[src/rtl/adc_seq_pkg.sv]
// Shared types and helpers for the accumulate-and-repeat sequencer.
// Assumes a 2-bit set-length code with a fixed mapping to set sizes.
package adc_seq_pkg;

    localparam int unsigned LEN_W = 5;

    typedef enum logic [1:0] {
        ST_IDLE = 2'd0,
        ST_CONV = 2'd1,
        ST_WAIT = 2'd2
    } seq_state_t;

    // Map the set-length code to the number of conversions in a set.
    function automatic logic [LEN_W-1:0] set_size(input logic [1:0] code);
        case (code)
            2'b00:   set_size = 5'd1;
            2'b01:   set_size = 5'd4;
            2'b10:   set_size = 5'd8;
            default: set_size = 5'd16;
        endcase
    endfunction

endpackage

[src/rtl/sar_clk_div.sv]
// SAR clock enable generator: one-cycle tick every (div+1) block clocks.
// Assumes clr is pulsed at each conversion launch so phase is repeatable.
module sar_clk_div #(
    parameter int unsigned DIV_W = 5
) (
    input  logic             clk,
    input  logic             rst_n,
    input  logic             clr,
    input  logic [DIV_W-1:0] div,
    output logic             tick
);

    logic [DIV_W-1:0] cnt;

    // Tick fires on the final count of the period unless a restart is pending.
    assign tick = (cnt == div) && !clr;

    // Count the period; restart on clear or after each tick.
    always_ff @(posedge clk) begin
        if (!rst_n || clr || tick) begin
            cnt <= '0;
        end else begin
            cnt <= cnt + 1'b1;
        end
    end

endmodule

[src/rtl/sar_conv_stub.sv]
// Behavioural converter: TRACK_TICKS of tracking, then BIT_TICKS of bit
// decisions. Captures ana_in at the end of tracking and presents it with
// a one-cycle done pulse. Assumes go is not pulsed while a conversion runs.
module sar_conv_stub #(
    parameter int unsigned SMP_W       = 10,
    parameter int unsigned TRACK_TICKS = 2
) (
    input  logic             clk,
    input  logic             rst_n,
    input  logic             go,
    input  logic             tick,
    input  logic [SMP_W-1:0] ana_in,
    output logic             done,
    output logic [SMP_W-1:0] data
);

    localparam int unsigned TOTAL_TICKS = TRACK_TICKS + SMP_W;
    localparam int unsigned PH_W        = $clog2(TOTAL_TICKS + 1);
    localparam logic [PH_W-1:0] TRACK_END = PH_W'(TRACK_TICKS - 1);
    localparam logic [PH_W-1:0] CONV_END  = PH_W'(TOTAL_TICKS - 1);

    logic             running;
    logic [PH_W-1:0]  phase;
    logic [SMP_W-1:0] held;

    // Step the conversion phase on SAR ticks and finish after the last one.
    always_ff @(posedge clk) begin
        if (!rst_n) begin
            running <= 1'b0;
            phase   <= '0;
            held    <= '0;
            done    <= 1'b0;
            data    <= '0;
        end else begin
            done <= 1'b0;
            if (go) begin
                running <= 1'b1;
                phase   <= '0;
            end else if (running && tick) begin
                if (phase == TRACK_END) begin
                    held <= ana_in;
                end
                if (phase == CONV_END) begin
                    running <= 1'b0;
                    done    <= 1'b1;
                    data    <= held;
                    phase   <= '0;
                end else begin
                    phase <= phase + 1'b1;
                end
            end
        end
    end

endmodule

[src/rtl/adc_seq_ctrl.sv]
// Set sequencer: opens a set on start, launches conversions (per start or
// back to back in burst), sums results and raises the interrupt flags
// once the final conversion lands. Assumes conv_done is a one-cycle pulse.
module adc_seq_ctrl
    import adc_seq_pkg::*;
#(
    parameter int unsigned SMP_W = 10,
    parameter int unsigned ACC_W = 16
) (
    input  logic             clk,
    input  logic             rst_n,
    input  logic             start,
    input  logic             burst_en,
    input  logic             left_just_req,
    input  logic [1:0]       len_code,
    input  logic             irq_clr,
    input  logic [ACC_W-1:0] win_limit,
    input  logic             conv_done,
    input  logic [SMP_W-1:0] conv_data,
    output logic             conv_go,
    output logic             busy,
    output logic [ACC_W-1:0] acc,
    output logic             eoc_irq,
    output logic             win_irq
);

    localparam int unsigned PAD_W = ACC_W - SMP_W;

    seq_state_t       state;
    logic [LEN_W-1:0] done_cnt;
    logic [LEN_W-1:0] set_len;
    logic             burst_l;
    logic             ljust_l;
    logic [ACC_W-1:0] sample_ext;
    logic [ACC_W-1:0] acc_sum;
    logic             last_conv;
    logic             set_end;

    // Place the sample right justified, or left justified for single sets.
    assign sample_ext = ljust_l ? {conv_data, {PAD_W{1'b0}}}
                                : {{PAD_W{1'b0}}, conv_data};
    assign acc_sum    = acc + sample_ext;
    assign last_conv  = (done_cnt + 1'b1) == set_len;
    assign set_end    = (state == ST_CONV) && conv_done && last_conv;
    assign busy       = (state != ST_IDLE);

    // Walk the set: open, launch, accumulate, close.
    always_ff @(posedge clk) begin
        if (!rst_n) begin
            state    <= ST_IDLE;
            acc      <= '0;
            done_cnt <= '0;
            set_len  <= 5'd1;
            burst_l  <= 1'b0;
            ljust_l  <= 1'b0;
            conv_go  <= 1'b0;
        end else begin
            conv_go <= 1'b0;
            case (state)
                ST_IDLE: begin
                    if (start) begin
                        acc      <= '0;
                        done_cnt <= '0;
                        set_len  <= set_size(len_code);
                        burst_l  <= burst_en;
                        ljust_l  <= left_just_req && (len_code == 2'b00);
                        conv_go  <= 1'b1;
                        state    <= ST_CONV;
                    end
                end
                ST_CONV: begin
                    if (conv_done) begin
                        acc      <= acc_sum;
                        done_cnt <= done_cnt + 1'b1;
                        if (last_conv) begin
                            state <= ST_IDLE;
                        end else if (burst_l) begin
                            conv_go <= 1'b1;
                        end else begin
                            state <= ST_WAIT;
                        end
                    end
                end
                ST_WAIT: begin
                    if (start) begin
                        conv_go <= 1'b1;
                        state   <= ST_CONV;
                    end
                end
                default: state <= ST_IDLE;
            endcase
        end
    end

    // Hold the interrupt flags until software clears them; setting wins.
    always_ff @(posedge clk) begin
        if (!rst_n) begin
            eoc_irq <= 1'b0;
            win_irq <= 1'b0;
        end else if (set_end) begin
            eoc_irq <= 1'b1;
            win_irq <= (acc_sum >= win_limit);
        end else if (irq_clr) begin
            eoc_irq <= 1'b0;
            win_irq <= 1'b0;
        end
    end

endmodule

[src/rtl/adc_accum_seq.sv]
// Top: configuration register, SAR clock divider, converter model and
// set sequencer. Assumes a single clock; the divider restarts per conversion.
module adc_accum_seq #(
    parameter int unsigned DIV_W = 5,
    parameter int unsigned SMP_W = 10,
    parameter int unsigned ACC_W = 16
) (
    input  logic             clk,
    input  logic             rst_n,
    input  logic             cfg_we,
    input  logic [7:0]       cfg_wdata,
    output logic [7:0]       cfg_rdata,
    input  logic             burst_en,
    input  logic             left_just_req,
    input  logic             start,
    input  logic             irq_clr,
    input  logic [SMP_W-1:0] ana_in,
    input  logic [ACC_W-1:0] win_limit,
    output logic [ACC_W-1:0] result,
    output logic             busy,
    output logic             eoc_irq,
    output logic             win_irq,
    output logic             just_err
);

    localparam int unsigned CFG_W   = DIV_W + 3;
    localparam logic [CFG_W-1:0] CFG_RST = {{DIV_W{1'b1}}, 3'b000};

    logic [CFG_W-1:0] cfg_q;
    logic [DIV_W-1:0] div_val;
    logic [1:0]       len_code;
    logic             conv_go;
    logic             sar_tick;
    logic             conv_done;
    logic [SMP_W-1:0] conv_data;

    // Configuration register; the reserved low bit is kept at zero.
    always_ff @(posedge clk) begin
        if (!rst_n) begin
            cfg_q <= CFG_RST;
        end else if (cfg_we) begin
            cfg_q <= {cfg_wdata[CFG_W-1:1], 1'b0};
        end
    end

    assign cfg_rdata = 8'(cfg_q);
    assign div_val   = cfg_q[CFG_W-1:3];
    assign len_code  = cfg_q[2:1];
    assign just_err  = left_just_req && (len_code != 2'b00);

    sar_clk_div #(.DIV_W(DIV_W)) u_div (
        .clk   (clk),
        .rst_n (rst_n),
        .clr   (conv_go),
        .div   (div_val),
        .tick  (sar_tick)
    );

    sar_conv_stub #(.SMP_W(SMP_W), .TRACK_TICKS(2)) u_conv (
        .clk    (clk),
        .rst_n  (rst_n),
        .go     (conv_go),
        .tick   (sar_tick),
        .ana_in (ana_in),
        .done   (conv_done),
        .data   (conv_data)
    );

    adc_seq_ctrl #(.SMP_W(SMP_W), .ACC_W(ACC_W)) u_ctrl (
        .clk           (clk),
        .rst_n         (rst_n),
        .start         (start),
        .burst_en      (burst_en),
        .left_just_req (left_just_req),
        .len_code      (len_code),
        .irq_clr       (irq_clr),
        .win_limit     (win_limit),
        .conv_done     (conv_done),
        .conv_data     (conv_data),
        .conv_go       (conv_go),
        .busy          (busy),
        .acc           (result),
        .eoc_irq       (eoc_irq),
        .win_irq       (win_irq)
    );

endmodule

[config.mk]
export PLATFORM = sky130hd
export DESIGN_NAME = adc_accum_seq
export DESIGN_NICKNAME = d
export VERILOG_FILES = /design/src/rtl/adc_seq_pkg.sv /design/src/rtl/sar_clk_div.sv /design/src/rtl/sar_conv_stub.sv /design/src/rtl/adc_seq_ctrl.sv /design/src/rtl/adc_accum_seq.sv
export SDC_FILE = /design/constraint.sdc
export NUM_CORES = 1
export LEC_CHECK = 0
export ABC_CLOCK_PERIOD_IN_PS = 10600
export BUFFER_PORTS_ARGS = -buffer_cell sky130_fd_sc_hd__buf_2
export CAP_MARGIN = 30
export CORE_MARGIN = 2
export CORE_UTILIZATION = 60
export DETAILED_ROUTE_END_ITERATION = 8
export PLACE_DENSITY_LB_ADDON = 0.08
export SLEW_MARGIN = 20
export SYNTH_ARGS = -nofsm -noshare
export SYNTH_HDL_FRONTEND = slang
export SYNTH_SLANG_ARGS = --single-unit
[constraint.sdc]
create_clock -name clk -period 10.6 [get_ports clk]
set_clock_uncertainty 0.2 [all_clocks]
set_input_delay 2.65 -clock clk [delete_from_list [all_inputs] [get_ports clk]]
set_output_delay 2.65 -clock clk [all_outputs]
set_load 0.005 [all_outputs]
# Yosys cells after proc, flatten, opt, wreduce, memory -nomap -nowiden
# Index checks and enable logic that the tools add are counted.
# totals
reg_bits,71
inputBits,41
# classes
n_mux,26
eq_ne,12
n_reduce_logical,27
magnitude_cmp,1
n_addsub,4
n_bitwise,3
# ops
op,n
$mux 16,3
$pmux 16 s2,1
$add 16x16->16,1
$ge 16x16->1,1
$pmux 5 s3,1
$reduce_and 3->1,4
$reduce_bool 2->1,6
$mux 1,11
$add 5x1->5 const B,2
$eq 5x5->1,2
$mux 5,2
$pmux 5 s2,1
$mux 2,4
$logic_and 1x1->1,6
$add 4x1->4 const B,1
$eq 2x1->1 const B,2
$eq 2x2->1 const B,2
$eq 4x1->1 const B,1
$eq 4x4->1 const B,1
$logic_not 2->1,2
$mux 4,1
$ne 2x2->1 const B,2
$pmux 2 s2,1
$reduce_and 2->1,2
other kinds (8),13

# Longest topological paths before layout
# Gate-level depths: netlist of the first run.
# depth
depth_word,5
depth_mapped,19

# Hierarchy
# From an unflattened synthesis of the first run, not the netlist that was laid out.
# hier_totals
hier_cells,463
hier_area_um2,4040.1
# modules_own_cells
mod,n_inst,area_each_um2,cells_per_inst,seq_area_each_um2
adc_seq_ctrl,1,2459.9,303,640.6
sar_conv_stub,1,1037.2,109,520.5
adc_accum_seq,1,271.5,25,140.1
sar_clk_div,1,271.5,26,100.1

# Least setup slack after synthesis of the first run
# Ideal clock, no wire load.
# synth_timing
path_type,in2out
from,input port left_just_req
to,output port just_err
slack_ps,4993
stages,1
arrival_ps,2757
required_ps,7750
cell_sequence,o21a_1
# synth_between
elab_chain_len,1
# synth_rtl
item,line_no,source
start: declaration,adc_accum_seq.sv:14,"input logic left_just_req,"
$logic_and 1x1->1,adc_accum_seq.sv:49,assign just_err = left_just_req && (len_code != 2'b00);
end: declaration,adc_accum_seq.sv:23,output logic just_err
# Every way passes these cells.

# Final worst setup path of the first run
# Ends and elaborated chain as after synthesis.

==> flow_metrics.env, run 1 <==
export IMPL_outcome="completed"
export IMPL_cp_common_cell="buf_2"
export IMPL_synthDistinctLibCells=55
export IMPL_avgSynthCellArea_um2=9.117
export IMPL_rsz0062_at_grt="false"
export IMPL_leakage_nw=2.156
export IMPL_synthesis_area_um2=4075
export IMPL_synthXorXnorAreaFrac=0.06632
export IMPL_core_um2=6681
export IMPL_ys_ff_latch=70
export IMPL_worstHoldPathType="reg2reg"
export IMPL_ys_seq_area_frac=0.3439
export IMPL_combPwrFrac=0.068
export IMPL_ctsResizeCount=0
export IMPL_critPathSlowestCell="buf_2"
export IMPL_drive_above_1_share=0.1859
export IMPL_switching_share=0.2505
export IMPL_setup_viol=0
export IMPL_io_buffers=66
export IMPL_syn_nets=524
export IMPL_cts_tree="built"
export IMPL_pwr_share_seq=0.516
export IMPL_antenna_found_initial=0
export IMPL_path_delay_family="buffers and inverters"
export IMPL_post_cts_setup_buffers=0
export IMPL_fin_crit_sh=0.5481
export IMPL_maxSlewViolCount=0
export IMPL_slew_limit_headroom=0.4838
export IMPL_num_rows=30
export IMPL_final_net_count=583
export IMPL_synthArstFlopShare=0
export IMPL_period_needed_ns=5.810
export IMPL_clock_latency_ns=0.35
export IMPL_clock_path_buffers=2
export IMPL_first_pass_iters=4
export IMPL_synth_simple_gate_area_frac=0.1934
export IMPL_via_per_inst=5.450
export IMPL_root_buffer="clkbuf_8"
export IMPL_drc=0
export IMPL_grt_pass1_wl_mm=13.45
export IMPL_tightestPinTransition_ns=0.7743
export IMPL_synth_top_family_by_area="simple AND/OR/NAND/NOR gates"
export IMPL_hold_violations=0
export IMPL_synth_compound_area_share=0.1495
export IMPL_n_antenna_cell=0
export IMPL_synth_cells=447
export IMPL_gp_congestion=0.7974
export IMPL_die_height_um=86.42
export IMPL_htree_levels=3
export IMPL_clk_pin_slew_ns=0.08
export IMPL_hold_buffers=0
export IMPL_clkPwrFrac=0.416
export IMPL_grt_use_total=0.2294
export IMPL_die_width_um=86.42
export IMPL_start_kind="input port"
export IMPL_cts_buffers=9
export IMPL_cp_end_kind="primary output"
export IMPL_via_count=3221
export IMPL_max_stage_delay_ns=0.12
export IMPL_irDropWorstVdd_v=0.00007087
export IMPL_fin_setup_tns_ns=0
export IMPL_postRouteAntennaNets=0
export IMPL_hpwl_mm=6.142
export IMPL_grt_start_max_net_pins=57
export IMPL_arrival_ns=2.96
export IMPL_crit_path_max_fanout=2
export IMPL_wirelength_mm=8.262
export IMPL_drt_initial_drc_count=82
export IMPL_overflow=0
export IMPL_internal_power_mw=0.3953
export IMPL_fmax_mhz=172.1
export IMPL_critPathKind="in2out"
export IMPL_yosys_area_share_adder=0.1124
export IMPL_cts_sinks=70
export IMPL_whs_ns=0.3222
export IMPL_switching_power_mw=0.1321
export IMPL_ios=69
export IMPL_grt_pass1_vias=2941
export IMPL_muxShareOfSynthArea=0.08228
export IMPL_initial_core_util=0.6099
export IMPL_cap_violations=0
export IMPL_critPathBufInv=2
export IMPL_critical_path_cell_chain="buf_2 -> o21a_1 -> buf_2"
export IMPL_total_power_mw=0.5274
export IMPL_synth_edf_count=0
export IMPL_synth_ff_type="dfxtp_1"
export IMPL_die_area_um2=7468
export IMPL_synth_warnings=0
export IMPL_wl_per_cell_um=13.98
export IMPL_powerDensity_nw_per_um2=114.4
export IMPL_area_growth_pct=13.17
export IMPL_required_ns=7.75
## flip-flops by register name, summed over array words and instances, names as in the netlist
register / cells
u_conv.running: 1
u_ctrl.set_len: 4
u_div.cnt: 5
u_conv.data: 10
u_ctrl.eoc_irq: 1
cfg_rdata: 7
u_conv.held: 10
u_ctrl.acc: 16
u_ctrl.conv_go: 1
u_ctrl.win_irq: 1
u_ctrl.ljust_l: 1
u_ctrl.done_cnt: 5
u_conv.done: 1
u_ctrl.burst_l: 1
u_ctrl.state: 2
u_conv.phase: 4
## cells by family after synthesis
family | after synthesis
adder cells (fa/ha/maj) | 36
XOR/XNOR | 30
multiplexers | 33
AND/OR/NAND/NOR | 142
flip-flops | 70
other | 1
buffers and inverters | 48
AO/OA/AOI/OAI | 87
## power groups by stage
stage	registers, mW	logic [mW]	clock network, mW
2_1_floorplan	0.277	0.0238	0
3_3_place_gp	0.278	0.0349	0
3_5_place_dp	0.278	0.0360	0
4_1_cts	0.272	0.0364	0.224
5_1_grt	0.273	0.0403	0.233
6_report	0.272	0.0358	0.219
## per-stage QoR
stage	area, µm²	util	setup slack (ns)	std cells
floorplan	4075	-	4.993	447
global placement	4405	0.6594	4.797	574
detailed placement	4405	0.6594	4.790	574
CTS	4604	0.6891	4.786	590
global route	4612	0.6903	4.777	591
finish	4612	0.6903	4.790	591
## tightest hold or removal path, cell delays in order (launching register included)
cell and delay (ns):
dfxtp_1 0.33, mux2i_1 0.07, nor2b_1 0.09
## path summary, 6_finish.rpt
path | startpoint | to | slack, ns | depth (start not counted)
max | left_just_req | just_err | 4.79 | 3
min | u_conv.held[6] | u_conv.held[6] | 0.32 | 2
max reg2reg | u_ctrl.ljust_l | u_ctrl.win_irq | 6.33 | 17
min reg2reg | u_conv.held[6] | u_conv.held[6] | 0.32 | 2
## per-layer routing
layer | vias up | global-route usage | part of all wire
met3 | 9 | 0.05238 | 0.041
li1 | 1663 | - | -
met1 | 1489 | 0.2947 | 0.46
met5 | - | 0 | 0
met2 | 60 | 0.3811 | 0.49
met4 | 0 | 0.07670 | 0.0099
## Yosys cell counts, drive strengths merged (2+ instances only)
master	instances	area share
nand3	9	0.012
xnor2	19	0.043
a211oi	4	0.0074
mux2i	29	0.071
nor2b	46	0.071
a31oi	3	0.0046
o21ai	15	0.019
a21o	8	0.015
o211ai	2	0.0037
nand4	3	0.0046
o21a	6	0.011
a21oi	18	0.022
and2	14	0.021
xor2	11	0.024
clkbuf	15	0.014
inv	29	0.027
buf	4	0.011
a221o	2	0.0049
a21boi	3	0.0055
nor4b	2	0.0043
mux2	4	0.011
a22o	8	0.017
nor3b	3	0.0083
ha	35	0.11
o21bai	3	0.0055
nor3	7	0.0098
nand2b	5	0.0077
nor2	21	0.019
dfxtp	70	0.34
a22oi	7	0.013
nand2	26	0.024
## final cells by class
cell class,instances,area (µm²)
Multi-Input combinational cell,329,2465
Fill cell,558,2069
Sequential cell,70,1401
Timing Repair Buffer,67,337.8
Clock buffer,10,127.6
Inverter,29,108.9
Tap cell,80,100.1
Clock inverter,6,71.32
## cells in the final DEF (no fill, tap or decap), drive strengths merged, types with 3 or more instances in the layout
cell type / count
o21bai: 3
nand3: 9
nor2: 21
dfxtp: 70
a21oi: 18
mux2i: 29
a22o: 8
nand4: 3
xnor2: 19
ha: 35
xor2: 11
a21boi: 3
clkbuf: 10
nor3: 7
a22oi: 7
nor3b: 3
nand2: 26
o21ai: 15
o21a: 6
inv: 30
mux2: 4
a31oi: 3
nor2b: 46
buf: 67
a211oi: 4
nand2b: 5
a21o: 8
and2: 14
(Power assumes the default switching activity.)
==> inputs of run 2 (changes only) <==
--- a/config.mk
+++ b/config.mk
@@ -5,11 +5,11 @@
 export SDC_FILE = /design/constraint.sdc
 export NUM_CORES = 1
 export LEC_CHECK = 0
-export ABC_CLOCK_PERIOD_IN_PS = 10600
+export ABC_CLOCK_PERIOD_IN_PS = 5400
 export BUFFER_PORTS_ARGS = -buffer_cell sky130_fd_sc_hd__buf_2
 export CAP_MARGIN = 30
 export CORE_MARGIN = 2
-export CORE_UTILIZATION = 60
+export CORE_UTILIZATION = 57
 export DETAILED_ROUTE_END_ITERATION = 8
 export PLACE_DENSITY_LB_ADDON = 0.08
 export SLEW_MARGIN = 20
==> constraint.sdc (replaced) <==
create_clock -name clk -period 5.4 [get_ports clk]
set_clock_uncertainty 0.2 [all_clocks]
set_input_delay 1.35 -clock clk [delete_from_list [all_inputs] [get_ports clk]]
set_output_delay 1.35 -clock clk [all_outputs]
set_load 0.005 [all_outputs]
==> flow_metrics.env, run 2 (synthesized netlist as in run 1, its figures left out) <==
export IMPL_hold_buffers=0
export IMPL_crit_path_max_fanout=17
export IMPL_overflow=0
export IMPL_io_buffers=66
export IMPL_leakage_nw=2.144
export IMPL_cap_violations=0
export IMPL_wirelength_mm=8.384
export IMPL_required_ns=5.41
export IMPL_max_flop_register="u_ctrl.acc"
export IMPL_final_common_cell="dfxtp_1"
export IMPL_die_area_um2=7842
export IMPL_drc=0
export IMPL_num_rows=30
export IMPL_initial_core_util=0.5933
export IMPL_hpwl_mm=6.296
export IMPL_largest_register_ffs=16
export IMPL_cp_end_kind="flip-flop"
export IMPL_htree_levels=3
export IMPL_clock_latency_ns=0.34
export IMPL_tightestPinTransition_ns=0.8153
export IMPL_fmax_mhz=234.2
export IMPL_final_net_count=583
export IMPL_final_cells=606
export IMPL_critPathKind="reg2reg"
export IMPL_cts_sinks=70
export IMPL_clock_path_buffers=2
export IMPL_cts_tree="built"
export IMPL_grt_pass1_vias=3079
export IMPL_fin_crit_sh=0.7907
export IMPL_rsz0062_at_grt="false"
export IMPL_gp_congestion=0.8317
export IMPL_placed_cells=591
export IMPL_outcome="completed"
export IMPL_ios=69
export IMPL_arrival_ns=4.28
export IMPL_hold_violations=0
export IMPL_powerDensity_nw_per_um2=212.5
export IMPL_cts_buffers=9
export IMPL_setup_viol=0
export IMPL_postRouteAntennaNets=0
export IMPL_core_um2=6869
export IMPL_drt_initial_drc_count=135
export IMPL_maxSlewViolCount=0
export IMPL_via_per_inst=5.299
export IMPL_die_width_um=88.56
export IMPL_antenna_found_initial=0
export IMPL_n_antenna_cell=0
export IMPL_ctsResizeCount=0
export IMPL_reg_top3="u_ctrl.acc: 16 flops, u_conv.data: 10 flops, u_conv.held: 10 flops"
export IMPL_via_count=3211
export IMPL_drive_above_1_share=0.1863
export IMPL_slew_limit_headroom=0.4565
export IMPL_clk_pin_slew_ns=0.08
export IMPL_start_kind="flip-flop"
export IMPL_worstHoldPathType="reg2reg"
export IMPL_final_cell_mix="dfxtp_1, buf_2, nor2b_1, ha_1"
export IMPL_die_height_um=88.56
export IMPL_fillers=579
export IMPL_irDropWorstVdd_v=0.0001606
export IMPL_grt_start_max_net_pins=57
export IMPL_first_pass_iters=4
export IMPL_whs_ns=0.2848
export IMPL_grt_use_total=0.2245
export IMPL_post_cts_setup_buffers=0
export IMPL_wl_per_cell_um=13.83
export IMPL_root_buffer="clkbuf_8"
export IMPL_period_needed_ns=4.270
export IMPL_grt_pass1_wl_mm=13.74
export IMPL_area_growth_pct=13.05
export IMPL_fin_setup_tns_ns=0
## run 2: cell types whose count changed in the layout (fill, tap and decap cells not counted)
cell / previous run / this run
bufinv_16: 1 / 0
clkbuf_1: 1 / 0
clkinvlp_4: 2 / 3
clkbuf_8: 9 / 10
inv_6: 1 / 0
clkinv_4: 2 / 1
clkinv_2: 0 / 1
## run 2: area by class of cell
class	count	area (µm²)	area share
repair buffers	67	337.8	0.07333
clock buffers	10	137.6	0.02988
multi-input cells	329	2465	0.5350
inverters	29	108.9	0.02363
clock inverters	5	36.28	0.007876
flip-flops and latches	70	1401	0.3042
well taps	96	120.1	0.02607
## run 2: final timing paths
kind / startpoint / endpoint / slack [ns] / depth (start not counted)
setup / recovery: u_ctrl.ljust_l / u_ctrl.win_irq / 1.13 / 17
hold / removal: u_div.cnt[0] / u_div.cnt[0] / 0.28 / 1
setup reg to reg: u_ctrl.ljust_l / u_ctrl.win_irq / 1.13 / 17
hold reg to reg: u_div.cnt[0] / u_div.cnt[0] / 0.28 / 1
## run 2: layer usage
metal	vias to the layer above	routed length [µm]	global-route usage
met4	0	58	0.05923
li1	1659	-	-
met1	1493	3945	0.2828
met2	53	4068	0.3848
met5	-	0	0
met3	6	312	0.05597
## run 2: where the power goes
group,switching (mW),internal (mW),total [mW]
clock network,0.197,0.176,0.374
logic,0.0357,0.0352,0.0709
registers,0.0101,0.524,0.535
total,0.243,0.736,0.979
## run 2: stage by stage
step           power (mW)  setup WS (ns)  utilization  area [µm²]
2_1_floorplan      0.5903          1.657            -        4075
3_3_place_gp       0.6150          1.283       0.6454        4433
3_5_place_dp       0.6177          1.230       0.6454        4433
4_1_cts            0.9911          1.183       0.6707        4607
5_1_grt             1.022         0.7720       0.6707        4607
6_report           0.9791          1.130       0.6707        4607
## run 2: worst max-delay path: stages (launching register included)
cell	delay [ns]
dfxtp_1	0.64
nor2b_1	0.13
ha_1	0.24
inv_1	0.08
fa_1	0.20
nor2b_1	0.08
o31a_2	0.32
a41oi_2	0.24
nor2b_1	0.24
o21ai_0	0.14
xnor2_1	0.23
ha_1	0.30
a21oi_1	0.15
nand2_1	0.08
a211oi_1	0.24
nor2_1	0.06
a211oi_1	0.42
a31oi_1	0.14
